--- src/rtl/trig_pkg.sv ---
package trig_pkg;

    localparam int DEF_GROUPS       = 32;
    localparam int DEF_PINS         = 8;
    localparam int DEF_SEQ_LEN      = 16;
    localparam int DEF_DEB_TICKS    = 128;
    localparam int DEF_RETRIG_TICKS = 192;

    // Per-group trigger shaping
    typedef struct packed {
        logic is_edge;
        logic holdable;
        logic retrig;
    } grp_opt_t;

    // Origin of a trigger event
    typedef enum logic [1:0] {
        SRC_NONE = 2'd0,
        SRC_KEY  = 2'd1,
        SRC_SEQ  = 2'd2,
        SRC_STRB = 2'd3
    } trig_src_e;

    // A group may break into running playback only with these option pairs
    function automatic logic may_overlap(input grp_opt_t o);
        return (!o.is_edge && !o.holdable) || (o.is_edge && o.retrig);
    endfunction

endpackage

--- src/rtl/trig_debounce.sv ---
module trig_debounce #(
    parameter int W            = 9,
    parameter int DEB_TICKS    = 128,
    parameter int RETRIG_TICKS = 192
) (
    input  logic         clk,
    input  logic         rst,
    input  logic         tick,
    input  logic         long_win,
    input  logic [W-1:0] raw,
    output logic [W-1:0] deb
);
    localparam int MAXT = (RETRIG_TICKS > DEB_TICKS) ? RETRIG_TICKS : DEB_TICKS;
    localparam int CW   = $clog2(MAXT + 1);

    logic [W-1:0]  cand;
    logic [CW-1:0] cnt;
    logic [CW-1:0] limit;

    assign limit = long_win ? CW'(RETRIG_TICKS - 1) : CW'(DEB_TICKS - 1);

    always_ff @(posedge clk) begin
        if (rst) begin
            cand <= '0;
            deb  <= '0;
            cnt  <= '0;
        end else if (raw != cand) begin
            cand <= raw;
            cnt  <= '0;
        end else if (cand == deb) begin
            cnt <= '0;
        end else if (tick) begin
            if (cnt >= limit) begin
                deb <= cand;
                cnt <= '0;
            end else begin
                cnt <= cnt + 1'b1;
            end
        end
    end

endmodule

--- src/rtl/trig_decode.sv ---
module trig_decode #(
    parameter int NPINS = 8,
    parameter int GW    = 5
) (
    input  logic [NPINS-1:0] pins,
    output logic             valid,
    output logic [GW-1:0]    grp
);
    logic [NPINS-1:0] one_hit;
    logic [NPINS-2:0] two_hit;

    for (genvar i = 0; i < NPINS; i++) begin : g_one
        assign one_hit[i] = (pins == (NPINS'(1) << i));
    end
    for (genvar i = 0; i < NPINS - 1; i++) begin : g_two
        assign two_hit[i] = (pins == (NPINS'(3) << i));
    end

    always_comb begin
        valid = 1'b0;
        grp   = '0;
        for (int i = 0; i < NPINS; i++) begin
            if (one_hit[i]) begin
                valid = 1'b1;
                grp   = GW'(i);
            end
        end
        for (int i = 0; i < NPINS - 1; i++) begin
            if (two_hit[i]) begin
                valid = 1'b1;
                grp   = GW'(NPINS + i);
            end
        end
    end

endmodule

--- src/rtl/trig_sequencer.sv ---
module trig_sequencer
    import trig_pkg::*;
#(
    parameter int NGROUPS = 32,
    parameter int SEQ_LEN = 16,
    parameter int GW      = 5
) (
    input  logic               clk,
    input  logic               rst,
    input  logic               key_press,
    input  logic [GW-1:0]      key_grp,
    input  logic               seq_press,
    input  logic               strb_press,
    input  logic [GW-1:0]      strb_grp,
    input  logic               key_now_valid,
    input  logic [GW-1:0]      key_now_grp,
    input  logic               btn_now,
    input  logic               play_done,
    input  logic [NGROUPS-1:0] opt_edge,
    input  logic [NGROUPS-1:0] opt_hold,
    input  logic [NGROUPS-1:0] opt_retrig,
    output logic               start_pulse,
    output logic [GW-1:0]      start_grp,
    output logic               stop_req,
    output logic               hold_active,
    output logic               active,
    output logic [GW-1:0]      seq_ptr
);
    trig_src_e     src;
    logic [GW-1:0] new_grp;
    grp_opt_t      new_opt, cur_opt;
    logic [GW-1:0] cur_grp;
    logic          cur_from_btn;
    logic          held;
    logic          accept;

    always_comb begin
        src     = SRC_NONE;
        new_grp = '0;
        if (key_press) begin
            src     = SRC_KEY;
            new_grp = key_grp;
        end else if (seq_press) begin
            src     = SRC_SEQ;
            new_grp = seq_ptr;
        end else if (strb_press) begin
            src     = SRC_STRB;
            new_grp = strb_grp;
        end
    end

    assign new_opt = '{is_edge: opt_edge[new_grp], holdable: opt_hold[new_grp],
                       retrig: opt_retrig[new_grp]};
    assign cur_opt = '{is_edge: opt_edge[cur_grp], holdable: opt_hold[cur_grp],
                       retrig: opt_retrig[cur_grp]};

    assign held   = cur_from_btn ? btn_now : (key_now_valid && key_now_grp == cur_grp);
    assign accept = (src != SRC_NONE) && (!active || may_overlap(new_opt));
    assign hold_active = active && cur_opt.holdable && held;

    always_ff @(posedge clk) begin
        if (rst) begin
            start_pulse  <= 1'b0;
            start_grp    <= '0;
            stop_req     <= 1'b0;
            active       <= 1'b0;
            cur_grp      <= '0;
            cur_from_btn <= 1'b0;
            seq_ptr      <= '0;
        end else begin
            start_pulse <= 1'b0;
            stop_req    <= 1'b0;
            if (accept) begin
                start_pulse  <= 1'b1;
                start_grp    <= new_grp;
                cur_grp      <= new_grp;
                cur_from_btn <= (src != SRC_KEY);
                active       <= 1'b1;
                if (src == SRC_SEQ) begin
                    seq_ptr <= (seq_ptr == GW'(SEQ_LEN - 1)) ? '0 : seq_ptr + 1'b1;
                end
            end else if (active && play_done) begin
                if (!cur_opt.is_edge && held) begin
                    start_pulse <= 1'b1;
                    start_grp   <= cur_grp;
                end else begin
                    active <= 1'b0;
                end
            end else if (active && cur_opt.holdable && !held) begin
                stop_req <= 1'b1;
                active   <= 1'b0;
            end
        end
    end

endmodule

--- src/rtl/trig_ctl.sv ---
module trig_ctl
    import trig_pkg::*;
#(
    parameter int NGROUPS      = DEF_GROUPS,
    parameter int NPINS        = DEF_PINS,
    parameter int SEQ_LEN      = DEF_SEQ_LEN,
    parameter int DEB_TICKS    = DEF_DEB_TICKS,
    parameter int RETRIG_TICKS = DEF_RETRIG_TICKS
) (
    input  logic                       clk,
    input  logic                       rst,
    input  logic                       cfg_strobe_mode,
    input  logic                       sample_tick,
    input  logic [NPINS-1:0]           key_pins,
    input  logic                       seq_btn,
    input  logic                       play_done,
    input  logic [NGROUPS-1:0]         opt_edge,
    input  logic [NGROUPS-1:0]         opt_hold,
    input  logic [NGROUPS-1:0]         opt_retrig,
    output logic                       start_pulse,
    output logic [$clog2(NGROUPS)-1:0] start_grp,
    output logic                       stop_req,
    output logic                       hold_active
);
    localparam int GW = $clog2(NGROUPS);
    localparam int VW = NPINS + 1;

    logic [VW-1:0] raw_q, deb_vec, deb_prev;
    logic          play_active;
    logic [GW-1:0] seq_ptr;
    logic          now_valid, prev_valid;
    logic [GW-1:0] now_grp, prev_grp;
    logic          btn_rise;
    logic          key_press, seq_press, strb_press;

    always_ff @(posedge clk) begin
        if (rst) begin
            raw_q    <= '0;
            deb_prev <= '0;
        end else begin
            raw_q    <= {seq_btn, key_pins};
            deb_prev <= deb_vec;
        end
    end

    trig_debounce #(
        .W(VW), .DEB_TICKS(DEB_TICKS), .RETRIG_TICKS(RETRIG_TICKS)
    ) u_deb (
        .clk(clk), .rst(rst), .tick(sample_tick), .long_win(play_active),
        .raw(raw_q), .deb(deb_vec)
    );

    trig_decode #(.NPINS(NPINS), .GW(GW)) u_dec_now (
        .pins(deb_vec[NPINS-1:0]), .valid(now_valid), .grp(now_grp)
    );

    trig_decode #(.NPINS(NPINS), .GW(GW)) u_dec_prev (
        .pins(deb_prev[NPINS-1:0]), .valid(prev_valid), .grp(prev_grp)
    );

    assign btn_rise   = deb_vec[NPINS] && !deb_prev[NPINS];
    assign key_press  = !cfg_strobe_mode && now_valid && (!prev_valid || prev_grp != now_grp);
    assign seq_press  = !cfg_strobe_mode && btn_rise;
    assign strb_press = cfg_strobe_mode && btn_rise;

    trig_sequencer #(.NGROUPS(NGROUPS), .SEQ_LEN(SEQ_LEN), .GW(GW)) u_seq (
        .clk(clk), .rst(rst),
        .key_press(key_press), .key_grp(now_grp),
        .seq_press(seq_press),
        .strb_press(strb_press), .strb_grp(deb_vec[GW-1:0]),
        .key_now_valid(now_valid && !cfg_strobe_mode), .key_now_grp(now_grp),
        .btn_now(deb_vec[NPINS]),
        .play_done(play_done),
        .opt_edge(opt_edge), .opt_hold(opt_hold), .opt_retrig(opt_retrig),
        .start_pulse(start_pulse), .start_grp(start_grp),
        .stop_req(stop_req), .hold_active(hold_active),
        .active(play_active), .seq_ptr(seq_ptr)
    );

endmodule

--- config.mk ---
export PLATFORM = sky130hd
export DESIGN_NAME = trig_ctl
export DESIGN_NICKNAME = d
export VERILOG_FILES = /design/src/rtl/trig_pkg.sv /design/src/rtl/trig_debounce.sv /design/src/rtl/trig_decode.sv /design/src/rtl/trig_sequencer.sv /design/src/rtl/trig_ctl.sv
export SDC_FILE = /design/constraint.sdc
export NUM_CORES = 1
export LEC_CHECK = 0
export ABC_AREA = 1
export BUFFER_PORTS_ARGS = -buffer_cell sky130_fd_sc_hd__buf_2
export CORE_AREA = 2 2 115 84
export DETAILED_ROUTE_END_ITERATION = 8
export DIE_AREA = 0 0 117 86
export PLACE_DENSITY = 0.85
export SYNTH_ARGS = -nofsm -noshare
export SYNTH_HDL_FRONTEND = slang
export SYNTH_SLANG_ARGS = --single-unit
--- constraint.sdc ---
create_clock -name clk -period 5.5 [get_ports clk]
set_clock_uncertainty 0.2 [all_clocks]
set_input_delay 0.825 -clock clk [delete_from_list [all_inputs] [get_ports clk]]
set_output_delay 0.825 -clock clk [all_outputs]
set_load 0.05 [all_outputs]
### Yosys cells after proc, flatten, opt, wreduce, memory -nomap -nowiden

Index checks and enable logic that the tools add are counted.
W data, S select, Z words.

* mux-type cells: 89
* add/sub/neg operators: 2
* divide/modulo/power cells: 0
* multipliers: 0
* shift operators: 0
* equality and inequality tests: 38
* order comparisons: 3
* bitwise operators: 2
* reductions and logical operators: 35

Operators with widths (count)
* $mux W4: 14
* $mux W1: 46
* $mux W5: 7
* $eq A8 B2 Y1 const B: 4
* $eq A8 B3 Y1 const B: 4
* $eq A8 B4 Y1 const B: 4
* $eq A8 B5 Y1 const B: 4
* $eq A8 B6 Y1 const B: 4
* $eq A8 B7 Y1 const B: 4
* $eq A8 B8 Y1 const B: 4
* $bmux W1 S5: 5
* $mux W3: 8
* $eq A8 B1 Y1 const B: 2
* $mux W8: 2
* $logic_and A1 B1 Y1: 14
* $mux W2: 7
* $lt A5 B6 Y1 const B: 2
* $eq A9 B9 Y1: 1
* $ne A9 B9 Y1: 1
* $add A8 B1 Y8 const B: 1
* $ge A8 B8 Y1: 1
* $logic_not A1 Y1: 8
* $reduce_and A2 Y1: 3
* $reduce_bool A2 Y1: 3
* 12 further kinds: 16

* memories kept: 0
* output and inout port bits: 8
* bits in latches: 0
* ROM bits: 0
* logic and storage cells: 181
* flip-flop bits (word level): 63
* memory bits (writable): 0
* bits of input ports: 110

### Depth between registers and ports, before layout

* depth in word-level cells: 29
* depth in mapped cells: 33
* depth with buffers taken out: 31

### By module

A second synthesis with hierarchy kept.

* cells, all modules: 960
* area, all modules: 5580.4 µm²

Modules (own cells, without submodules)
* trig_sequencer: sequential area each 380.4 µm², cells each 527, times used 1, area each 2807.7 µm²
* trig_debounce: sequential area each 520.5 µm², cells each 199, times used 1, area each 1415.1 µm²
* trig_decode: sequential area each 0.0 µm², cells each 73, times used 2, area each 356.6 µm²
* trig_ctl: sequential area each 360.3 µm², cells each 88, times used 1, area each 644.4 µm²

### Worst setup path before layout

Ideal clock, no wire load.

* path type: register to output
* start: reg u_seq.cur_grp[0]
* end: out hold_active
* cell stages (with the launch flop): 13
* arrival time: 2372 ps
* buffers on the path: 3
* setup slack: 2103 ps
* data required time: 4475 ps
* cell sequence: dfxtp_1 > clkbuf_1 > inv_1 > clkbuf_1 > clkbuf_1 > nor2_1 > o221ai_1 > nand3_1 > nand3_1 > nand2_1 > a31oi_1 > inv_1 > nor2_1

* longest elaborated chain between the ends: 4
* elaborated cells between the ends (all ways): 7
* classes of those cells: eq/ne (1); mux (3); reduce/logical (3)

RTL lines
* from (decl): RTL line trig_sequencer.sv:32 `logic [GW-1:0] cur_grp;`
* from (signal assigned): RTL line trig_sequencer.sv:76 `cur_grp <= new_grp;`
* $bmux W1 S5 or $eq A4 B5 Y1 (tied branches): RTL line trig_sequencer.sv:54, trig_sequencer.sv:57
* $mux W1 (implied by the code) or $logic_and A1 B1 Y1 (tied branches): RTL line trig_sequencer.sv:54, trig_sequencer.sv:57
* $logic_and A1 B1 Y1 or $mux W1 (tied branches): RTL line trig_sequencer.sv:59, trig_sequencer.sv:57
* $logic_and A1 B1 Y1 (*): RTL line trig_sequencer.sv:59 `assign hold_active = active && cur_opt.holdable && held;`
* to (decl): RTL line trig_ctl.sv:23 `output logic hold_active`

Every way passes the cells marked *; elsewhere a longest branch is shown, timed or not. The select of a mux whose other input is x is not followed.

### Final worst setup path

* start: reg u_deb.deb[1]
* end: reg u_seq.active

* longest elaborated chain between the ends: 28
* elaborated cells between the ends (all ways): 76
* classes of those cells: eq/ne (18); mux (41); reduce/logical (17)

RTL lines
* from (decl): RTL line trig_debounce.sv:11 `output logic [W-1:0] deb`
* from (signal assigned): RTL line trig_debounce.sv:34 `deb <= cand;`
* $eq A8 B2 Y1 or $eq A8 B1 Y1 (tied branches): RTL line trig_decode.sv:13 `assign one_hit[i] = (pins == (NPINS'(1) << i));`
* $mux W1: RTL line trig_decode.sv:23 `if (one_hit[i]) begin`
* $mux W2 or $mux W1 (tied branches) (2 in a row): RTL line trig_decode.sv:23
* $mux W3 or $mux W1 (tied branches) (4 in a row): RTL line trig_decode.sv:23
* $mux W4 or $mux W1 (tied branches): RTL line trig_decode.sv:29, trig_decode.sv:23
* $mux W4 or $mux W1 (tied branches) (6 in a row): RTL line trig_decode.sv:29 `if (two_hit[i]) begin`
* $ne A5 B5 Y1 or $mux W1 (tied branches): RTL line trig_ctl.sv:62, trig_decode.sv:29
* $logic_or A1 B1 Y1 or $logic_and A1 B1 Y1 (tied branches): RTL line trig_ctl.sv:62, trig_ctl.sv:71
* [3 not listed]
* $mux W1 (implied by the code): RTL line trig_sequencer.sv:52 `assign new_opt = '{is_edge: opt_edge[new_grp], holdable: opt_hold[new_grp],`
* $logic_not A1 Y1: RTL line trig_pkg.sv:26 `return (!o.is_edge && !o.holdable) || (o.is_edge && o.retrig);`
* $logic_and A1 B1 Y1: RTL line trig_pkg.sv:26
* $logic_or A1 B1 Y1: RTL line trig_pkg.sv:26
* $logic_or A1 B1 Y1: RTL line trig_sequencer.sv:58 `assign accept = (src != SRC_NONE) && (!active || may_overlap(new_opt));`
* $logic_and A1 B1 Y1: RTL line trig_sequencer.sv:58
* $ne A3 B2 Y1 (no line) or $reduce_bool A3 Y1 (tied branches)
* $reduce_and A2 Y1 (no line)
* to (signal assigned): RTL line trig_sequencer.sv:66 `active <= 1'b0;`
* to (signal assigned): RTL line trig_sequencer.sv:78 `active <= 1'b1;`
* to (signal assigned): RTL line trig_sequencer.sv:87 `active <= 1'b0;`
* to (decl): RTL line trig_sequencer.sv:26 `output logic active,`

Several ways; a longest one is shown, not always the timed one. The select of a mux whose other input is x is not followed.
A chain may end at the register's enable or synchronous reset.

==> results.cfg <==
[status]
outcome = finished, final reports clean

[floorplanning]
rows = 29
die_w_um = 117
start_util_pct = 58.7
io_pins = 118
die_h_um = 86
coreArea_um2 = 8890
dieArea_um2 = 10100

[sta]
slew_violations = 0
min_period_ns = 4.39
whs_ns = 0.234
final-setup-viol-count = 0
fmax_ghz = 0.228
layout_setup_ws_ns = 1.11
worstMarginPinSlew_ns = 0.889
rsz0062_at_grt = false
finalHoldViolations = 0
finalSetupTns_ns = 0
fin_crit_sh_pct = 79.8
slew_headroom_pct = 40.6

[global_route]
grt_pass1_wl_mm = 24.8
antenna_found_initial = 0
grt_pass1_vias = 5386
grt_remaining_overflow = 0
track_usage_pct = 30.2
grt_max_degree = 49

[place]
dpl-instance-area_um2 = 5780
routabilityCongestion = 1.01
placed_cells = 1120
place_ws_ns = 1.23
hpwlAfterDp_mm = 11.3
port_buffers = 117

[cells_and_area]
n_antenna_cell = 0
final_cells = 1136
drive_gt1_share_pct = 16.6
stdcell_area_um2 = 6110
area_growth_pct = 17.1
nNetsFinal = 1121

[logic_synthesis]
avgSynthCellArea_um2 = 5.72
synth_cell_type_count = 43
syn_inst = 913
synth_flop_cell = dfxtp_1
synth_common_cells = 234 x nand2_1, 153 x nor2_1, 126 x nand3_1, 105 x inv_1, 63 x dfxtp_1
async_flop_share_pct = 0
netlist.area_leader.share_pct = 24.2
syn-cell-area_um2 = 5220
yosys-top-cells-area = dfxtp_1 24%, nand2_1 17%, nand3_1 12%, nor2_1 11%, inv_1 7.6%
yosys_warnings = 0
seq_area_frac_synth_pct = 24.2
synth_largest_area_cell = dfxtp_1
synth-edff-count = 0
ys_seq_elements = 63
synth_nets = 1027
yosysMostFrequentCell = nand2_1

[clock_network]
cts_tree = done
ctsHoldBuffers = 0
cts_buffers = 9
cts_root_buffer = clkbuf_16
clkSlewWorstSetupHoldPaths_ns = 0.06
ctsLongestPathBuffers = 2
htree_levels = 3
cts_resized = 0
cts_setup_buffers = 0
clock_latency_ns = 0.33
cts_sinks = 63

[pwr]
pwr_density_cell_nw_per_um2 = 196
ir_drop_uv = 319
p_leak_uw = 0.00321

[worst_setup_path]
cp_num_buf_inv = 3
crit_required_ns = 5.53
critPathLaunchType = register
crit_arrival_ns = 4.42
crit_fanout = 25
slowest_stage = dfxtp_1
cpMostUsedCell = nand2_1
reg2reg_slack_ns = 1.11
cp-end-kind = register
max_stage_delay_ns = 0.56
cp_top_family = simple AND/OR/NAND/NOR gates
critical_path_class = register to register

[routing]
route.detailed.drc = 0
wl_mm = 15.3
ant_nets = 0
vias = 6238
first_pass_iters = 6
route.detailed.vias_per_inst = 5.49
drt-initial-drc-count = 736
wl_per_cell_um = 13.4

[run]
cap_viol_max_count = 0

[min_path]
hp-class = register to register
==> cells in the final DEF (no fill, tap or decap), types with 3 or more instances in the layout <==
master / count
a21oi_1: 23
buf_2: 117
clkbuf_16: 9
dfxtp_1: 63
ha_1: 4
inv_1: 105
inv_2: 14
nand2_1: 234
nand2_2: 4
nand2_4: 3
nand3_1: 126
nand3b_1: 7
nand4_1: 12
nor2_1: 153
nor2_2: 4
nor3_1: 7
o21ai_0: 49
o21ai_1: 3
o221ai_1: 13
o22ai_1: 10
xnor2_1: 5
xor2_1: 13
==> worst register-to-register path, stage by stage, from the launching register on <==
cell      delay (ns)
dfxtp_1         0.56
nor2_8          0.08
nand2_2         0.11
nor2_1          0.05
nand2_1         0.09
nand3_1         0.11
nor2_1          0.25
nand2_1         0.09
nand2_1         0.06
nand2_1         0.05
nor2_2          0.12
nand2_4         0.10
nand3_1         0.12
nand2_2         0.30
inv_2           0.48
nand3_1         0.15
nand3_1         0.09
nand3_1         0.08
nand2_1         0.09
nand2_1         0.05
nand2_1         0.12
inv_1           0.05
nand2_1         0.06
nand3_2         0.23
a21boi_2        0.40
nand2_1         0.10
nand2_1         0.07
inv_1           0.03
==> path summary, 6_finish.rpt <==
kind,startpoint,end,depth (start not counted)
max,u_deb.deb[1],u_seq.active,27
min,raw_q[4],u_deb.cand[4],2
max reg2reg,u_deb.deb[1],u_seq.active,27
min reg2reg,raw_q[4],u_deb.cand[4],2
==> logic make-up (layout without fill, tap and decap cells) <==
logic type                 after synthesis  count (layout)  share of synthesized area, %
xor gates and xnor gates                18              18                          3.02
AOI/OAI and AO/OA                      110             110                          12.5
adders and majority gates                4               4                         0.959
buffers and inverters                  156             255                          12.4
DFF                                     63              63                          24.2
and+or+nand+nor                        562             562                          47.0
==> layer usage <==
metal / vias to the layer above / share of wire (%) / GRT usage (%)
met1: 2773 / 47 / 45.1
li1: 3130 / - / -
met2: 306 / 41 / 43.9
met4: 0 / 1.6 / 8.24
met5: - / 0 / 0
met3: 29 / 10 / 6.01
==> area by class of cell <==
type,instances,area (µm²)
inverters,120,450
flip-flops and latches,63,1260
clock buffers,12,256
fillers,810,2780
repair buffers,119,601
multi-input cells,694,3310
clock inverters,4,76.3
well taps,124,155
==> sequential cells by signal, indices dropped and copies added (netlist names) <==
name	flops
u_seq.cur_grp	5
deb_prev	9
u_seq.start_pulse	1
u_seq.stop_req	1
u_seq.seq_ptr	5
u_seq.active	1
u_deb.deb	9
u_deb.cand	9
u_seq.start_grp	5
u_seq.cur_from_btn	1
u_deb.cnt	8
raw_q	9
==> power by group <==
group / switching [µW] / leakage (µW) / internal [µW]
Sequential: 4.93 / 0.000511 / 463
Combinational: 54.8 / 0.00254 / 50.9
Clock: 204 / 0.000159 / 423
Total: 264 / 0.00321 / 937
==> through the flow <==
step | util [%] | power, µW
after floorplan | - | 526
after global placement | 65.0 | 580
after detailed placement | 65.0 | 580
after CTS | 68.8 | 1200
after global routing | 68.8 | 1240
final | 68.8 | 1200
(Power assumes the default switching activity.)
